===== config.mk =====
export PLATFORM = sky130hd
export DESIGN_NAME = fmc_pwr_seq
export DESIGN_NICKNAME = d
export VERILOG_FILES = /design/src/rtl/fmc_pwr_pkg.sv /design/src/rtl/fmc_vsel_src.sv /design/src/rtl/fmc_seq_timer.sv /design/src/rtl/fmc_pwr_fsm.sv /design/src/rtl/fmc_pwr_seq.sv
export SDC_FILE = /design/constraint.sdc
export NUM_CORES = 1
export LEC_CHECK = 0
export ABC_AREA = 1
export BUFFER_PORTS_ARGS = -buffer_cell sky130_fd_sc_hd__clkbuf_2
export CAP_MARGIN = 10
export CORE_ASPECT_RATIO = 1.2
export CORE_UTILIZATION = 63
export CTS_CLUSTER_DIAMETER = 40
export CTS_CLUSTER_SIZE = 8
export DETAILED_ROUTE_END_ITERATION = 7
export MAX_ROUTING_LAYER = met4
export PLACE_DENSITY = 0.85
export SLEW_MARGIN = 5
export SYNTH_ARGS = -nofsm -noshare
export SYNTH_HDL_FRONTEND = slang
export SYNTH_SLANG_ARGS = --single-unit

===== constraint.sdc =====
create_clock -name clk -period 5.05 [get_ports clk]
set_input_delay 1.01 -clock clk [delete_from_list [all_inputs] [get_ports clk]]
set_output_delay 1.01 -clock clk [all_outputs]
set_load 0.005 [all_outputs]

===== src/rtl/fmc_pwr_pkg.sv =====
package fmc_pwr_pkg;

    localparam int CODE_W = 3;

    typedef logic [CODE_W-1:0] vcode_t;

    localparam vcode_t CODE_HOST  = 3'b111;
    localparam vcode_t CODE_UNSUP = 3'b110;
    localparam vcode_t CODE_HIGHV = 3'b000;

    typedef enum logic [3:0] {
        ST_OFF,
        ST_UP12,
        ST_UPADJ,
        ST_UP33,
        ST_ON,
        ST_DNPG,
        ST_DN33,
        ST_DNADJ,
        ST_DN12,
        ST_FAULT
    } seq_state_e;

    typedef struct packed {
        seq_state_e state;
        vcode_t     code;
    } seq_reg_t;

endpackage


===== src/rtl/fmc_vsel_src.sv =====
module fmc_vsel_src
    import fmc_pwr_pkg::*;
(
    input  logic [CODE_W-1:0] sw_vid,
    input  logic [3:0]        host_gpio,
    output logic [CODE_W-1:0] live_code_o,
    output logic              pwr_req_o,
    output logic              code_ok_o
);

    logic host_mode;

    always_comb begin
        host_mode = (sw_vid == CODE_HOST);
        if (host_mode) begin
            live_code_o = host_gpio[CODE_W-1:0];
            pwr_req_o   = host_gpio[3];
        end else begin
            live_code_o = sw_vid;
            pwr_req_o   = 1'b1;
        end
        code_ok_o = (live_code_o != CODE_UNSUP);
    end

endmodule


===== src/rtl/fmc_seq_timer.sv =====
module fmc_seq_timer #(
    parameter int W = 8
) (
    input  logic         clk,
    input  logic         rst_n,
    input  logic         load_i,
    input  logic [W-1:0] load_val_i,
    output logic         expired_o
);

    logic [W-1:0] cnt_d, cnt_q;

    always_comb begin
        if (load_i) begin
            cnt_d = load_val_i;
        end else if (cnt_q != '0) begin
            cnt_d = cnt_q - 1'b1;
        end else begin
            cnt_d = cnt_q;
        end
    end

    always_ff @(posedge clk or negedge rst_n) begin
        if (!rst_n) begin
            cnt_q <= '0;
        end else begin
            cnt_q <= cnt_d;
        end
    end

    assign expired_o = (cnt_q == '0);

    // A freshly loaded non-zero count must not be reported as expired.
    p_no_early_expire_r6: assert property (@(posedge clk) disable iff (!rst_n)
        ($past(load_i) && ($past(load_val_i) != '0)) |-> !expired_o);

endmodule


===== src/rtl/fmc_pwr_fsm.sv =====
module fmc_pwr_fsm
    import fmc_pwr_pkg::*;
#(
    parameter int TMR_W              = 8,
    parameter int SETTLE_CYCLES      = 16,
    parameter int POK_TIMEOUT_CYCLES = 64
) (
    input  logic              clk,
    input  logic              rst_n,
    input  logic [CODE_W-1:0] live_code_i,
    input  logic              pwr_req_i,
    input  logic              code_ok_i,
    input  logic              card_present_n,
    input  logic              vadj_pok,
    input  logic              tmr_expired_i,
    output logic              tmr_load_o,
    output logic [TMR_W-1:0]  tmr_val_o,
    output logic              en_p12v_o,
    output logic              en_vadj_o,
    output logic              en_p3v3_o,
    output logic              pg_o,
    output logic              fault_o,
    output logic [CODE_W-1:0] code_o
);

    localparam logic [TMR_W-1:0] SETTLE_VAL  = TMR_W'(SETTLE_CYCLES);
    localparam logic [TMR_W-1:0] TIMEOUT_VAL = TMR_W'(POK_TIMEOUT_CYCLES);

    seq_reg_t cur_q, nxt_d;
    logic     go;
    logic     code_chg;

    always_comb begin
        nxt_d      = cur_q;
        tmr_load_o = 1'b0;
        tmr_val_o  = SETTLE_VAL;
        go         = pwr_req_i && code_ok_i && !card_present_n;
        code_chg   = (live_code_i != cur_q.code);

        case (cur_q.state)
            ST_OFF: begin
                nxt_d.code = live_code_i;
                if (go) begin
                    nxt_d.state = ST_UP12;
                    tmr_load_o  = 1'b1;
                end
            end
            ST_UP12: begin
                if (!go || code_chg) begin
                    nxt_d.state = ST_DN12;
                    tmr_load_o  = 1'b1;
                end else if (tmr_expired_i) begin
                    nxt_d.state = ST_UPADJ;
                    tmr_load_o  = 1'b1;
                    tmr_val_o   = TIMEOUT_VAL;
                end
            end
            ST_UPADJ: begin
                if (!go || code_chg) begin
                    nxt_d.state = ST_DNADJ;
                    tmr_load_o  = 1'b1;
                end else if (vadj_pok) begin
                    nxt_d.state = ST_UP33;
                    tmr_load_o  = 1'b1;
                end else if (tmr_expired_i) begin
                    nxt_d.state = ST_FAULT;
                end
            end
            ST_UP33: begin
                if (!go || code_chg || !vadj_pok) begin
                    nxt_d.state = ST_DN33;
                    tmr_load_o  = 1'b1;
                end else if (tmr_expired_i) begin
                    nxt_d.state = ST_ON;
                end
            end
            ST_ON: begin
                if (!go || code_chg || !vadj_pok) begin
                    nxt_d.state = ST_DNPG;
                    tmr_load_o  = 1'b1;
                end
            end
            ST_DNPG: begin
                if (tmr_expired_i) begin
                    nxt_d.state = ST_DN33;
                    tmr_load_o  = 1'b1;
                end
            end
            ST_DN33: begin
                if (tmr_expired_i) begin
                    nxt_d.state = ST_DNADJ;
                    tmr_load_o  = 1'b1;
                end
            end
            ST_DNADJ: begin
                if (tmr_expired_i) begin
                    nxt_d.state = ST_DN12;
                    tmr_load_o  = 1'b1;
                end
            end
            ST_DN12: begin
                if (tmr_expired_i) begin
                    nxt_d.state = ST_OFF;
                end
            end
            ST_FAULT: begin
                if (!pwr_req_i) begin
                    nxt_d.state = ST_OFF;
                end
            end
            default: begin
                nxt_d.state = ST_OFF;
            end
        endcase
    end

    always_ff @(posedge clk or negedge rst_n) begin
        if (!rst_n) begin
            cur_q <= '{state: ST_OFF, code: CODE_HIGHV};
        end else begin
            cur_q <= nxt_d;
        end
    end

    always_comb begin
        en_p12v_o = cur_q.state inside {ST_UP12, ST_UPADJ, ST_UP33, ST_ON,
                                        ST_DNPG, ST_DN33, ST_DNADJ};
        en_vadj_o = cur_q.state inside {ST_UPADJ, ST_UP33, ST_ON, ST_DNPG, ST_DN33};
        en_p3v3_o = cur_q.state inside {ST_UP33, ST_ON, ST_DNPG};
        pg_o      = (cur_q.state == ST_ON);
        fault_o   = (cur_q.state == ST_FAULT);
        code_o    = cur_q.code;
    end

    p_adj_after_12v_r6: assert property (@(posedge clk) disable iff (!rst_n)
        $rose(en_vadj_o) |-> $past(en_p12v_o));

    p_33_after_pok_r6: assert property (@(posedge clk) disable iff (!rst_n)
        $rose(en_p3v3_o) |-> $past(vadj_pok));

    p_pg_drops_first_r10: assert property (@(posedge clk) disable iff (!rst_n)
        $fell(en_p3v3_o) |-> !$past(pg_o));

    p_fault_rails_off_r8: assert property (@(posedge clk) disable iff (!rst_n)
        fault_o |-> (!en_p12v_o && !en_vadj_o && !en_p3v3_o && !pg_o));

    p_code_hold_r11: assert property (@(posedge clk) disable iff (!rst_n)
        (en_vadj_o && $past(en_vadj_o)) |-> $stable(code_o));

endmodule


===== src/rtl/fmc_pwr_seq.sv =====
module fmc_pwr_seq
    import fmc_pwr_pkg::*;
#(
    parameter int SETTLE_CYCLES      = 125000,
    parameter int POK_TIMEOUT_CYCLES = 1250000
) (
    input  logic       clk,
    input  logic       rst_n,
    input  logic [2:0] sw_vid,
    input  logic [3:0] host_gpio,
    input  logic       card_present_n,
    input  logic       vadj_pok,
    output logic       en_p12v,
    output logic       en_vadj,
    output logic       en_p3v3,
    output logic [2:0] vadj_code,
    output logic       predrv_sel,
    output logic       predrv_en,
    output logic       pg_c2m,
    output logic       fault
);

    localparam int TMR_MAX = (SETTLE_CYCLES > POK_TIMEOUT_CYCLES) ?
                             SETTLE_CYCLES : POK_TIMEOUT_CYCLES;
    localparam int TMR_W   = $clog2(TMR_MAX + 1);

    logic [CODE_W-1:0] live_code;
    logic              pwr_req;
    logic              code_ok;
    logic              tmr_load;
    logic [TMR_W-1:0]  tmr_val;
    logic              tmr_expired;

    fmc_vsel_src i_src (
        .sw_vid      (sw_vid),
        .host_gpio   (host_gpio),
        .live_code_o (live_code),
        .pwr_req_o   (pwr_req),
        .code_ok_o   (code_ok)
    );

    fmc_seq_timer #(
        .W (TMR_W)
    ) i_timer (
        .clk        (clk),
        .rst_n      (rst_n),
        .load_i     (tmr_load),
        .load_val_i (tmr_val),
        .expired_o  (tmr_expired)
    );

    fmc_pwr_fsm #(
        .TMR_W              (TMR_W),
        .SETTLE_CYCLES      (SETTLE_CYCLES),
        .POK_TIMEOUT_CYCLES (POK_TIMEOUT_CYCLES)
    ) i_fsm (
        .clk            (clk),
        .rst_n          (rst_n),
        .live_code_i    (live_code),
        .pwr_req_i      (pwr_req),
        .code_ok_i      (code_ok),
        .card_present_n (card_present_n),
        .vadj_pok       (vadj_pok),
        .tmr_expired_i  (tmr_expired),
        .tmr_load_o     (tmr_load),
        .tmr_val_o      (tmr_val),
        .en_p12v_o      (en_p12v),
        .en_vadj_o      (en_vadj),
        .en_p3v3_o      (en_p3v3),
        .pg_o           (pg_c2m),
        .fault_o        (fault),
        .code_o         (vadj_code)
    );

    assign predrv_sel = (vadj_code == CODE_HIGHV);
    assign predrv_en  = en_vadj;

    p_start_needs_card_r5: assert property (@(posedge clk) disable iff (!rst_n)
        $rose(en_p12v) |-> !$past(card_present_n));

    p_never_start_unsup_r4: assert property (@(posedge clk) disable iff (!rst_n)
        $rose(en_p12v) |-> ($past(live_code) != CODE_UNSUP));

endmodule


Yosys cells after proc, flatten, opt, wreduce, memory -nomap -nowiden:

Cells that the tools add are included.

* bits of input ports: 11
* flip-flop bits (word level): 28
* output and inout port bits: 10
* logic and storage cells: 73

* reductions and logical operators: 18
* $add $sub $neg: 1
* eq/ne operators: 22
* muxes and demuxes: 29

Operators with widths (number)
* $mux W21: 5
* $mux W4: 14
* $pmux W4 S10: 1
* $logic_not A21 Y1: 1
* $reduce_bool A21 Y1: 1
* $sub A21 B1 Y21 const B: 1
* $eq A4 B3 Y1 const B: 4
* $ne A2 B1 Y1 const B: 6
* $reduce_and A10 Y1: 1
* $eq A4 B2 Y1 const B: 2
* $eq A4 B4 Y1 const B: 2
* $mux W1: 7
* $reduce_bool A7 Y1: 1
* $ne A3 B1 Y1 const B: 2
* $pmux W1 S5: 1
* $reduce_bool A5 Y1: 1
* $eq A4 B1 Y1 const B: 1
* $logic_not A4 Y1: 1
* $ne A4 B2 Y1 const B: 1
* $eq A3 B3 Y1 const B: 1
* $logic_not A1 Y1: 3
* $logic_not A3 Y1: 1
* $mux W3: 1
* $ne A3 B3 Y1: 1
* other kinds (8): 10

Depth between registers and ports, before layout:

* depth after elaboration: 11
* mapped depth: 13
* mapped depth without buffers: 13

Modules after synthesis:

Synthesis repeated with hierarchy kept, for this count alone.

* cells, all modules: 377
* area total of the unflattened synthesis: 2491.1 µm²

Modules (own cells, without submodules)
* fmc_seq_timer: cells each 223, sequential area each 525.5 µm², area an instance 1517.7 µm², instances 1
* fmc_pwr_fsm: cells each 135, sequential area each 175.2 µm², area an instance 890.9 µm², instances 1
* fmc_vsel_src: cells each 14, sequential area each 0.0 µm², area an instance 57.6 µm², instances 1
* fmc_pwr_seq: cells each 5, sequential area each 0.0 µm², area an instance 25.0 µm², instances 1

Least setup slack after synthesis:

No wires, ideal clock.

* kind: input port to flip-flop
* start point: input port sw_vid[2]
* end point: register i_timer.cnt_q[9]
* stages on the path: 11
* data required time: 4.934 ns
* arrival time: 2.138 ns
* setup time: 0.116 ns
* path slack: 2.796 ns
* buffers on the path: 1
* cells stage by stage: inv_1 -> o21bai_2 -> nor2_1 -> nand2_2 -> nand2_1 -> nor2_1 -> nor2_1 -> nand3_4 -> buf_6 -> nor2_2 -> nor2_2

* cells in the longest elaborated chain, start to end: 11
* elaborated cells between the ends (all ways): 19
* those cells by class: eq/ne: 3; mux: 10; reduce/logical: 6

Ends and longest elaborated chain
* start, declared: line fmc_pwr_seq.sv:9 `input logic [2:0] sw_vid,`
* $eq A3 B3 Y1: line fmc_vsel_src.sv:14 `host_mode = (sw_vid == CODE_HOST);`
* $mux W3: line fmc_vsel_src.sv:15 `if (host_mode) begin`
* $ne A3 B3 Y1: line fmc_vsel_src.sv:22 `code_ok_o = (live_code_o != CODE_UNSUP);`
* $logic_and A1 B1 Y1 (2 in a row): line fmc_pwr_fsm.sv:37 `go = pwr_req_i && code_ok_i && !card_present_n;`
* $logic_not A1 Y1
* $logic_or A1 B1 Y1
* $logic_or A1 B1 Y1: line fmc_pwr_fsm.sv:70, fmc_pwr_fsm.sv:78
* $mux W1: line fmc_pwr_fsm.sv:70, fmc_pwr_fsm.sv:78
* $pmux W1 S5: line fmc_pwr_fsm.sv:40 `case (cur_q.state)`
* $mux W21 / $reduce_bool A2 Y1 (equally long branches)
* end signal, assigned: line fmc_seq_timer.sv:27 `cnt_q <= cnt_d;`
* end, declared: line fmc_seq_timer.sv:11 `logic [W-1:0] cnt_d, cnt_q;`

Several ways; a longest one is shown, not always the timed one.
A chain may end at the register's enable or synchronous reset.

Final worst setup path:

* start point: register i_fsm.cur_q[5] (netlist name)
* end point: output port en_vadj

* cells in the longest elaborated chain, start to end: 2
* elaborated cells between the ends (all ways): 6
* those cells by class: eq/ne: 5; reduce/logical: 1

Ends and longest elaborated chain
* start, declared: line fmc_pwr_fsm.sv:29 `seq_reg_t cur_q, nxt_d;`
* start signal, assigned: line fmc_pwr_fsm.sv:119 `cur_q <= '{state: ST_OFF, code: CODE_HIGHV};`
* start signal, assigned: line fmc_pwr_fsm.sv:121 `cur_q <= nxt_d;`
* $eq A4 B2 Y1 / $eq A4 B3 Y1 (equally long branches): line fmc_pwr_fsm.sv:128 `en_vadj_o = cur_q.state inside {ST_UPADJ, ST_UP33, ST_ON, ST_DNPG, ST_DN33};`
* $reduce_bool A5 Y1 (*): line fmc_pwr_fsm.sv:128
* end, declared: line fmc_pwr_seq.sv:14 `output logic en_vadj,`

Every way passes the cells marked *; elsewhere a longest branch is shown, timed or not.

==> reports/qor.yml <==
cts:
  cts.path.max_buffers: 2
  ctsHoldBuffers: 0
  root_buffer: "clkbuf_4"
  cts.htree.levels: 1
  cts_tree: "done"
  cts_setup_buffers: 0
  post_cts_resized: 0
  cts.reportedPaths.clkPinSlew_ns: 0.14
  clkLatencyLatePin_ns: 0.32
  clock-sinks: 28
  cts_buffers: 3
route:
  ant_nets: 0
  vias: 1869
  wl_per_cell_um: 12.39
  viasPerCell: 5.497
  wl_um: 4211
  first_pass_iters: 5
  drt_iter0_drc: 80
  drcViolationCount: 0
hold_path:
  hold_class: "flop to flop"
  min_to: "i_timer.cnt_q[20]"
  whs_path_depth: 2
  hp-start: "i_timer.cnt_q[20]"
die:
  die_w_um: 53.69
  core_um2: 3055
  die_h_um: 64.02
  fp-row-count: 22
  dieArea_um2: 3437
  boundaryPins: 21
  start_util_pct: 66.09
cells_and_area:
  drive_gt1_share_pct: 17.76
  fin_cells: 340
  fill_cells: 267
  syn_to_final_growth_pct: 5.762
  utilization_pct: 69.90
  seq_area_um2: 700.7
  layout.nets: 318
  insertedDiodeCount: 0
  multi_input_area_um2: 1125
  design_area_um2: 2136
synth:
  synth_warnings: 0
  synth_most_common_cell: "nand2_1"
  netlist.top_cell.by_area: "dfrtp_1"
  syn_inst: 288
  synth_top_area_share_pct: 34.70
  async_flop_share_pct: 100.0
  avgSynthCellArea_um2: 7.012
  synthFlopType: "dfrtp_1"
  yosys-top-cells-count: "nand2_1, nor2_1, inv_1, dfrtp_1, nand3_1"
  ys_seq_area_share_pct: 34.70
  syn-num-nets: 300
  synth_area_um2: 2019
  synth_seq_cells: 28
  synth_edf_count: 0
  synthTopCellsByArea: "dfrtp_1, nand2_1, nor2_1, inv_1, nand3_1"
  ys_types: 29
placed_design:
  io_buffer_count: 20
  post_dp_cell_area_um2: 2113
  dp.cells: 337
  detailed_place_hpwl_um: 3251
  gp_congestion: 0.8890
  pre_cts_ws_ns: 2.414
timing:
  maxSlewViolCount: 0
  period_minus_slack_ns: 2.565
  post-route-worst-setup-slack_ns: 2.485
  setup_viol: 0
  clock.fmax_mhz: 389.9
  timing.final.crit_share_pct: 50.79
  hold_viol_final: 0
  skew_ns: 0.003123
  worst_pin_slew_ns: 0.6864
  rsz0062_at_grt: "no"
  fin_tns_setup_ns: 0
  slew_headroom_pct: 54.24
critical_path:
  arrival_ns: 1.55
  crit_start: "i_fsm.cur_q[5]"
  path_class: "flop to output port"
  crit_fanout: 6
  r2r-start: "i_timer.cnt_q[0]"
  r2r_cells: 11
  worstSetupStartpointType: "flop"
  timing.critical_path.required_ns: 4.04
  regToRegSetupSlack_ns: 2.56
  r2r-end: "i_timer.cnt_q[7]"
  worstSetupEndpointType: "output port"
power_and_ir_drop:
  worst_ir_drop_vdd_mv: 0.2926
  clockPowerShare_pct: 8.3
  p_per_area_nw_per_um2: 510.2
  seqPwrFrac_pct: 34.5
  share_comb_of_total_power_pct: 57.2
  internal_power_uw: 549.7
  swShare_pct: 49.55
  switchingPower_uw: 539.9
  leakage_nw: 1.056
global_route:
  antenna_found_initial: 0
  grt_pass1_vias: 1683
  groute.usage.overall_pct: 27.98
  grt_max_degree: 29
  grt_pass1_wl_um: 6955
  grt_overflow: 0
status:
  status: "complete, no violations"
flow_run:
  timing.max_cap.violations: 0
## registers in the layout, indices dropped and copies added, names as in the netlist
name	flops
i_timer.cnt_q	21
i_fsm.cur_q	4
i_fsm.code_o	3
## cell families after synthesis
kind of cell | after synthesis | synth area share [%]
buffers and inverters | 45 | 9.604
DFF | 28 | 34.70
xor gates and xnor gates | 13 | 5.638
and+or+nand+nor | 181 | 43.74
adders and majority gates | 1 | 0.6195
AOI/OAI and AO/OA | 20 | 5.700
## cells in the final DEF, fill, tap and decap left out, types with 2 or more instances in the layout
cell	instances
nor2_1	50
xor2_1	8
nor2_2	9
nor4_1	2
inv_2	2
clkbuf_4	3
nand2_1	63
clkbuf_2	20
xnor2_1	5
nor3_2	2
inv_1	36
nand2_4	3
nand2_2	7
o211ai_1	2
o21ai_0	9
nand4_1	12
nor3_1	6
nand3_1	21
a21oi_1	7
dfrtp_1	28
nand3_4	2
## worst max-delay path by stage
stage | to | cells past startpoint
global route | en_vadj | 6
global placement | i_timer.cnt_q[4] | 11
floorplan | i_timer.cnt_q[9] | 11
detailed placement | i_timer.cnt_q[17] | 11
finish | en_vadj | 6
CTS | en_vadj | 6
## worst max-delay path: stages, from the launching register on
cell and delay [ns]:
dfrtp_1 0.48, nor2_1 0.13, inv_1 0.09, nor2_1 0.19, inv_1 0.13, nand3_1 0.10, clkbuf_2 0.12
## per-layer routing
| metal | GRT usage [%] | part of all wire (%) | wire [µm] | vias up |
|---|---|---|---|---|
| met5 | - | 0 | 0 | - |
| met4 | 12.17 | 2.5 | 106 | 0 |
| met3 | 2.381 | 3.1 | 132 | 12 |
| met2 | 47.69 | 52 | 2181 | 52 |
| met1 | 32.22 | 43 | 1790 | 858 |
| li1 | - | - | - | 947 |
## through the flow
| step | hold WS [ns] | total power [mW] |
|---|---|---|
| floorplan | 0.4815 | 0.8757 |
| global placement | 0.4988 | 0.9684 |
| detailed placement | 0.5171 | 0.9965 |
| CTS | 0.5492 | 1.089 |
| global route | 0.5812 | 1.185 |
| finish | 0.5437 | 1.090 |
## power groups by stage
| stage | Combinational (mW) | Sequential [mW] | Clock [mW] |
|---|---|---|---|
| finish | 0.623 | 0.376 | 0.0907 |
| global route | 0.695 | 0.386 | 0.104 |
| global placement | 0.593 | 0.376 | 0 |
| CTS | 0.622 | 0.374 | 0.0926 |
| detailed placement | 0.618 | 0.379 | 0 |
| floorplan | 0.521 | 0.354 | 0 |
## final cells by class
type | instances | area share, %
inverters | 38 | 6.678
flip-flops and latches | 28 | 32.81
multi-input cells | 215 | 52.67
repair buffers | 20 | 4.687
clock buffers | 3 | 1.054
well taps | 36 | 2.109
No activity file was read; power rests on OpenSTA's default activity.
